**src/rtl/ldpc_bf_pkg.sv**
```systemverilog
package ldpc_bf_pkg;
  localparam int unsigned CODE_N = 8;
  localparam int unsigned CODE_M = 4;
  localparam int unsigned CNT_W  = $clog2(CODE_M + 1);

  // parity-check rows, bit i of a row is codeword bit i (bit 0 = v1)
  localparam logic [CODE_M-1:0][CODE_N-1:0] PCHK_ROWS = {
    8'b1110_0010,   // v2 v6 v7 v8
    8'b0111_0010,   // v2 v5 v6 v7
    8'b1001_1001,   // v1 v4 v5 v8
    8'b0000_1111    // v1 v2 v3 v4
  };

  typedef enum logic [0:0] {
    ST_IDLE = 1'b0,
    ST_RUN  = 1'b1
  } dec_state_e;

  function automatic logic [CODE_N-1:0] pin_known(
    input logic [CODE_N-1:0] word,
    input logic [CODE_N-1:0] mask,
    input logic [CODE_N-1:0] vals
  );
    return (word & ~mask) | (vals & mask);
  endfunction
endpackage

```
**src/rtl/ldpc_bf_syndrome.sv**
```systemverilog
module ldpc_bf_syndrome
  import ldpc_bf_pkg::*;
(
  input  logic [CODE_N-1:0] word,
  output logic [CODE_M-1:0] syn,
  output logic              syn_zero
);
  for (genvar c = 0; c < CODE_M; c++) begin : g_chk
    assign syn[c] = ^(word & PCHK_ROWS[c]);
  end

  assign syn_zero = (syn == '0);
endmodule

```
**src/rtl/ldpc_bf_flip.sv**
```systemverilog
module ldpc_bf_flip
  import ldpc_bf_pkg::*;
(
  input  logic [CODE_N-1:0] word,
  input  logic [CODE_M-1:0] syn,
  input  logic [CODE_N-1:0] known_mask,
  output logic [CODE_N-1:0] next_word
);
  logic [CODE_N-1:0][CNT_W-1:0] bad_cnt;
  logic [CNT_W-1:0]             max_cnt;
  logic [CODE_N-1:0]            flip_sel;

  for (genvar b = 0; b < CODE_N; b++) begin : g_bit
    always_comb begin
      bad_cnt[b] = '0;
      for (int c = 0; c < CODE_M; c++) begin
        bad_cnt[b] = bad_cnt[b] + CNT_W'(syn[c] & PCHK_ROWS[c][b]);
      end
    end
  end

  always_comb begin
    max_cnt = '0;
    for (int b = 0; b < CODE_N; b++) begin
      if (!known_mask[b] && (bad_cnt[b] > max_cnt)) begin
        max_cnt = bad_cnt[b];
      end
    end
  end

  for (genvar b = 0; b < CODE_N; b++) begin : g_sel
    assign flip_sel[b] = !known_mask[b] && (max_cnt != '0) && (bad_cnt[b] == max_cnt);
  end

  assign next_word = word ^ flip_sel;
endmodule

```
**src/rtl/ldpc_bf_ctrl.sv**
```systemverilog
module ldpc_bf_ctrl
  import ldpc_bf_pkg::*;
#(
  parameter  int unsigned MAX_ITER = 16,
  localparam int unsigned ITER_W   = $clog2(MAX_ITER + 1)
) (
  input  logic              clk,
  input  logic              rst_n,
  input  logic              start,
  input  logic              syn_zero,
  output logic              load,
  output logic              step,
  output logic              finish,
  output logic              busy,
  output logic              done,
  output logic              success,
  output logic [ITER_W-1:0] iter_count
);
  dec_state_e        state_q, state_d;
  logic [ITER_W-1:0] iter_q, iter_d;
  logic              done_q, done_d;
  logic              ok_q, ok_d;
  logic              ok_en;

  always_comb begin
    state_d = state_q;
    iter_d  = iter_q;
    load    = 1'b0;
    step    = 1'b0;
    finish  = 1'b0;
    ok_en   = 1'b0;
    ok_d    = ok_q;
    case (state_q)
      ST_IDLE: begin
        if (start) begin
          state_d = ST_RUN;
          iter_d  = '0;
          load    = 1'b1;
        end
      end
      ST_RUN: begin
        if (syn_zero) begin
          finish  = 1'b1;
          ok_en   = 1'b1;
          ok_d    = 1'b1;
          state_d = ST_IDLE;
        end else if (iter_q == ITER_W'(MAX_ITER)) begin
          finish  = 1'b1;
          ok_en   = 1'b1;
          ok_d    = 1'b0;
          state_d = ST_IDLE;
        end else begin
          step    = 1'b1;
          iter_d  = iter_q + 1'b1;
        end
      end
      default: state_d = ST_IDLE;
    endcase
    done_d = finish;
  end

  always_ff @(posedge clk or negedge rst_n) begin
    if (!rst_n) begin
      state_q <= ST_IDLE;
      iter_q  <= '0;
      done_q  <= 1'b0;
      ok_q    <= 1'b0;
    end else begin
      state_q <= state_d;
      iter_q  <= iter_d;
      done_q  <= done_d;
      if (ok_en) begin
        ok_q <= ok_d;
      end
    end
  end

  assign busy       = (state_q == ST_RUN);
  assign done       = done_q;
  assign success    = ok_q;
  assign iter_count = iter_q;
endmodule

```
**src/rtl/ldpc_bf_decoder.sv**
```systemverilog
module ldpc_bf_decoder
  import ldpc_bf_pkg::*;
#(
  parameter  int unsigned MAX_ITER = 16,
  localparam int unsigned ITER_W   = $clog2(MAX_ITER + 1)
) (
  input  logic              clk,
  input  logic              rst_n,
  input  logic              start,
  input  logic [7:0]        rx_bits,
  input  logic [7:0]        known_mask,
  input  logic [7:0]        known_val,
  output logic [7:0]        codeword,
  output logic              done,
  output logic              success,
  output logic [ITER_W-1:0] iter_count
);
  logic [CODE_N-1:0] word_q, word_d;
  logic [CODE_N-1:0] word_pinned, word_flipped;
  logic [CODE_M-1:0] syn;
  logic              syn_zero;
  logic              load, step, finish, busy;
  logic              word_en;

  assign word_pinned = pin_known(word_q, known_mask, known_val);

  ldpc_bf_syndrome u_syn (
    .word     (word_pinned),
    .syn      (syn),
    .syn_zero (syn_zero)
  );

  ldpc_bf_flip u_flip (
    .word       (word_pinned),
    .syn        (syn),
    .known_mask (known_mask),
    .next_word  (word_flipped)
  );

  ldpc_bf_ctrl #(.MAX_ITER(MAX_ITER)) u_ctrl (
    .clk        (clk),
    .rst_n      (rst_n),
    .start      (start),
    .syn_zero   (syn_zero),
    .load       (load),
    .step       (step),
    .finish     (finish),
    .busy       (busy),
    .done       (done),
    .success    (success),
    .iter_count (iter_count)
  );

  always_comb begin
    word_en = load | step | finish;
    if (load) begin
      word_d = pin_known(rx_bits, known_mask, known_val);
    end else if (step) begin
      word_d = word_flipped;
    end else begin
      word_d = word_pinned;
    end
  end

  always_ff @(posedge clk or negedge rst_n) begin
    if (!rst_n) begin
      word_q <= '0;
    end else if (word_en) begin
      word_q <= word_d;
    end
  end

  assign codeword = word_q;
endmodule

```
**config.mk**
```make
export PLATFORM = sky130hd
export DESIGN_NAME = ldpc_bf_decoder
export DESIGN_NICKNAME = d
export VERILOG_FILES = /design/src/rtl/ldpc_bf_pkg.sv /design/src/rtl/ldpc_bf_syndrome.sv /design/src/rtl/ldpc_bf_flip.sv /design/src/rtl/ldpc_bf_ctrl.sv /design/src/rtl/ldpc_bf_decoder.sv
export SDC_FILE = /design/constraint.sdc
export NUM_CORES = 1
export LEC_CHECK = 0
export BUFFER_PORTS_ARGS = -buffer_cell sky130_fd_sc_hd__buf_4
export CAP_MARGIN = 20
export CORE_MARGIN = 3
export CORE_UTILIZATION = 61
export DETAILED_ROUTE_END_ITERATION = 8
export GPL_TIMING_DRIVEN = 0
export PLACE_DENSITY = 0.94
export SLEW_MARGIN = 20
export SYNTH_ARGS = -nofsm -noshare
export SYNTH_HDL_FRONTEND = slang
export SYNTH_SLANG_ARGS = --single-unit
```
**constraint.sdc**
```tcl
create_clock -name clk -period 26.7 [get_ports clk]
set_input_delay 2.67 -clock clk [delete_from_list [all_inputs] [get_ports clk]]
set_output_delay 2.67 -clock clk [all_outputs]
set_load 0.02 [all_outputs]
```
==> impl_metrics.env <==
export IMPL_wl_per_cell_um=16.0
export IMPL_crit_family="compound AO/OA/AOI/OAI gates"
export IMPL_drc_errors=0
export IMPL_synthArstFlopShare_pct=100
export IMPL_required_ns=26.91
export IMPL_crit_path_start_kind="primary input"
export IMPL_worst_setup_path_end_kind="flip-flop"
export IMPL_antenna_cells=0
export IMPL_syn_avg_cell_area_um2=7.88
export IMPL_r2r_cells=45
export IMPL_clk_pin_slew_ns=0.09
export IMPL_layout_commonest_cell="buf_4"
export IMPL_synth_xor_area_share_pct=5.78
export IMPL_synth_top_family_by_area="compound AO/OA/AOI/OAI gates"
export IMPL_ys_flop_type="dfrtp_1"
export IMPL_cp_buffers_inverters=3
export IMPL_cts_hold_buf=0
export IMPL_cts_buffer_depth=2
export IMPL_grt_use_total_pct=29.0
export IMPL_die_y_um=65.0
export IMPL_wl_met1_um=2460
export IMPL_die_area_um2=4220
export IMPL_grt_overflow=0
export IMPL_slew_violations=0
export IMPL_drive_gt1_share_pct=17.3
export IMPL_synthMuxAreaShare_pct=8.91
export IMPL_hold_class="flip-flop to flip-flop"
export IMPL_rsz0062_at_grt="no"
export IMPL_worstPathArrival_ns=14.38
export IMPL_syn_num_nets=318
export IMPL_port_buffers=41
export IMPL_clock_sinks=16
export IMPL_drv_cap=0
export IMPL_r2r_end="codeword[0]"
export IMPL_post_cts_resized=0
export IMPL_synth_area_um2=2120
export IMPL_pin_count=42
export IMPL_critical_path_class="primary input to flip-flop"
export IMPL_hold_end="u_ctrl.success"
export IMPL_grt_max_degree=17
export IMPL_min_path_cells=2
export IMPL_cts_root_buffer="clkbuf_4"
export IMPL_vias=2230
export IMPL_dr_wl_met3_um=481
export IMPL_htree_levels=1
export IMPL_synthCells=269
export IMPL_setup_tns_ns=0
export IMPL_wl_um=5700
export IMPL_finalSetupViolations=0
export IMPL_rows=20
export IMPL_synth_cell_types=54
export IMPL_synth_simple_area_share_pct=23.5
export IMPL_finalHoldViolCount=0
export IMPL_grt_pass1_vias=2197
export IMPL_final_cell_mix="buf_4, nand2_1, nor2_1"
export IMPL_clock_fmax_mhz=70.6
export IMPL_fp_dieW_um=65.0
export IMPL_synth_compound_area_share_pct=24.1
export IMPL_via_per_inst=6.25
export IMPL_period_share_pct=53.1
export IMPL_antenna_found_initial=0
export IMPL_dp_hpwl_um=4560
export IMPL_cp_depth=46
export IMPL_start_util_pct=66.7
export IMPL_drt_iter0_markers=165
export IMPL_post_route_min_period_ns=14.17
export IMPL_cp_common_cell="ha_1"
export IMPL_synth_fa_ha_area_share_pct=13.7
export IMPL_grt_pass1_wl_um=9770
export IMPL_ys_seq_area_share_pct=18.9
export IMPL_synth_warnings=0
export IMPL_core_area_um2=3180
export IMPL_worstMarginPinSlew_ns=0.816
export IMPL_hp_start="u_ctrl.success"
export IMPL_firstDrtPassIters=5
export IMPL_synth_seq_cells=16
export IMPL_synth_edf_count=0
export IMPL_area_growth_pct=18.2
export IMPL_critPathMaxFanout=9
export IMPL_nFillCells=244
export IMPL_postRouteAntennaNets=0
export IMPL_top_layer_used="met4"
export IMPL_skew_ns=0.00222
export IMPL_clkLatencyLatePin_ns=0.28
export IMPL_layout_nets=364
export IMPL_met2_wirelength_um=2720
export IMPL_r2r_slack_ns=14.67
export IMPL_status="complete, no violations"
export IMPL_cts_setup_buffers=0
export IMPL_rr_startpoint="codeword[1]"
export IMPL_critPathSlowestCell="fa_1"
export IMPL_cts_tree="built"
export IMPL_place_gp_congestion=0.919
export IMPL_critPathMaxStageDelay_ns=0.53
export IMPL_cts_buffers=3
export IMPL_relSlewSlack_pct=45.5
area by class of cell:
type,count,area [um^2],area share [%]
plain buffers,6,30.0,1.20
flip-flops and latches,16,400,16.0
repair buffers,41,308,12.3
multi-input cells,226,1610,64.3
inverters,21,78.8,3.15
clock buffers,3,22.5,0.899
well taps,44,55.1,2.20
registers in the layout, summed over array words and instances (netlist names):
register / count
u_ctrl.done: 1
u_ctrl.busy: 1
u_ctrl.success: 1
u_ctrl.iter_count: 5
codeword: 8
worst register-to-register path: cells and delay by family (launching register included):
kind	cells	cell delay (ns)
mux	5	1.55
flops	1	0.42
xor+xnor	3	0.79
compound gates	16	3.09
simple gates	10	2.99
buf+inv	2	0.24
fa+ha+maj	9	2.88
worst max-delay path by stage:
stage	startpoint	to	slack [ns]
3_3_place_gp	known_mask[1]	codeword[0]	12.75
3_5_place_dp	known_mask[1]	codeword[0]	12.44
2_1_floorplan	known_mask[1]	codeword[1]	13.81
4_1_cts	known_mask[1]	codeword[0]	12.71
6_report	known_mask[1]	codeword[0]	12.53
5_1_grt	known_mask[1]	codeword[0]	11.57
routing by layer:
layer  vias up  GRT usage (%)
met2        98           49.4
met4         0           6.07
met5         -              0
met1      1049           37.8
li1       1079              -
met3         4           5.55
metrics by stage:
stage	cell area [um^2]	util (%)	hold WS (ns)	instances	setup slack (ns)
2_1_floorplan	2120	-	0.612	269	13.81
3_3_place_gp	2480	78.1	0.507	354	12.75
3_5_place_dp	2480	78.1	0.515	354	12.44
4_1_cts	2510	78.9	0.528	357	12.71
5_1_grt	2510	78.9	0.557	357	11.57
6_report	2510	78.9	0.541	357	12.53
synthesized netlist by cell type (2+ instances only):
cell | n | area share [%]
a211o_1 | 2 | 0.83
a211oi_1 | 4 | 1.4
a21oi_1 | 11 | 2.6
a22o_1 | 2 | 0.83
a31oi_1 | 2 | 0.59
a32oi_1 | 2 | 0.83
and3_1 | 2 | 0.59
clkbuf_1 | 5 | 0.89
dfrtp_1 | 16 | 19
fa_1 | 2 | 1.9
ha_1 | 20 | 12
inv_1 | 20 | 3.5
mux2_2 | 3 | 1.6
mux2i_1 | 13 | 6.1
nand2_1 | 26 | 4.6
nand2b_1 | 6 | 1.8
nand3_1 | 13 | 3.1
nand3b_1 | 4 | 1.4
nand4_1 | 2 | 0.59
nor2_1 | 24 | 4.2
nor2b_1 | 3 | 0.89
nor3_1 | 5 | 1.2
nor3b_1 | 3 | 1.1
nor4_1 | 4 | 1.2
o2111ai_1 | 3 | 1.2
o211a_1 | 2 | 0.94
o211ai_1 | 6 | 2.1
o21a_1 | 3 | 1.1
o21ai_0 | 17 | 4.0
o21ai_1 | 5 | 1.2
or3_1 | 2 | 0.59
or3b_1 | 2 | 0.83
or4_1 | 2 | 0.71
xnor2_1 | 9 | 3.7
xor2_1 | 5 | 2.1
cells by family after synthesis:
| logic type | after synthesis |
|---|---|
| flip-flops | 16 |
| multiplexers | 18 |
| adder cells (fa/ha/maj) | 22 |
| buffers and inverters | 27 |
| XOR/XNOR | 14 |
| AO/OA/AOI/OAI | 72 |
| AND/OR/NAND/NOR | 100 |
Power is not shown: default switching activity piles up to over one toggle a cycle in this logic, so the estimate is an artifact.
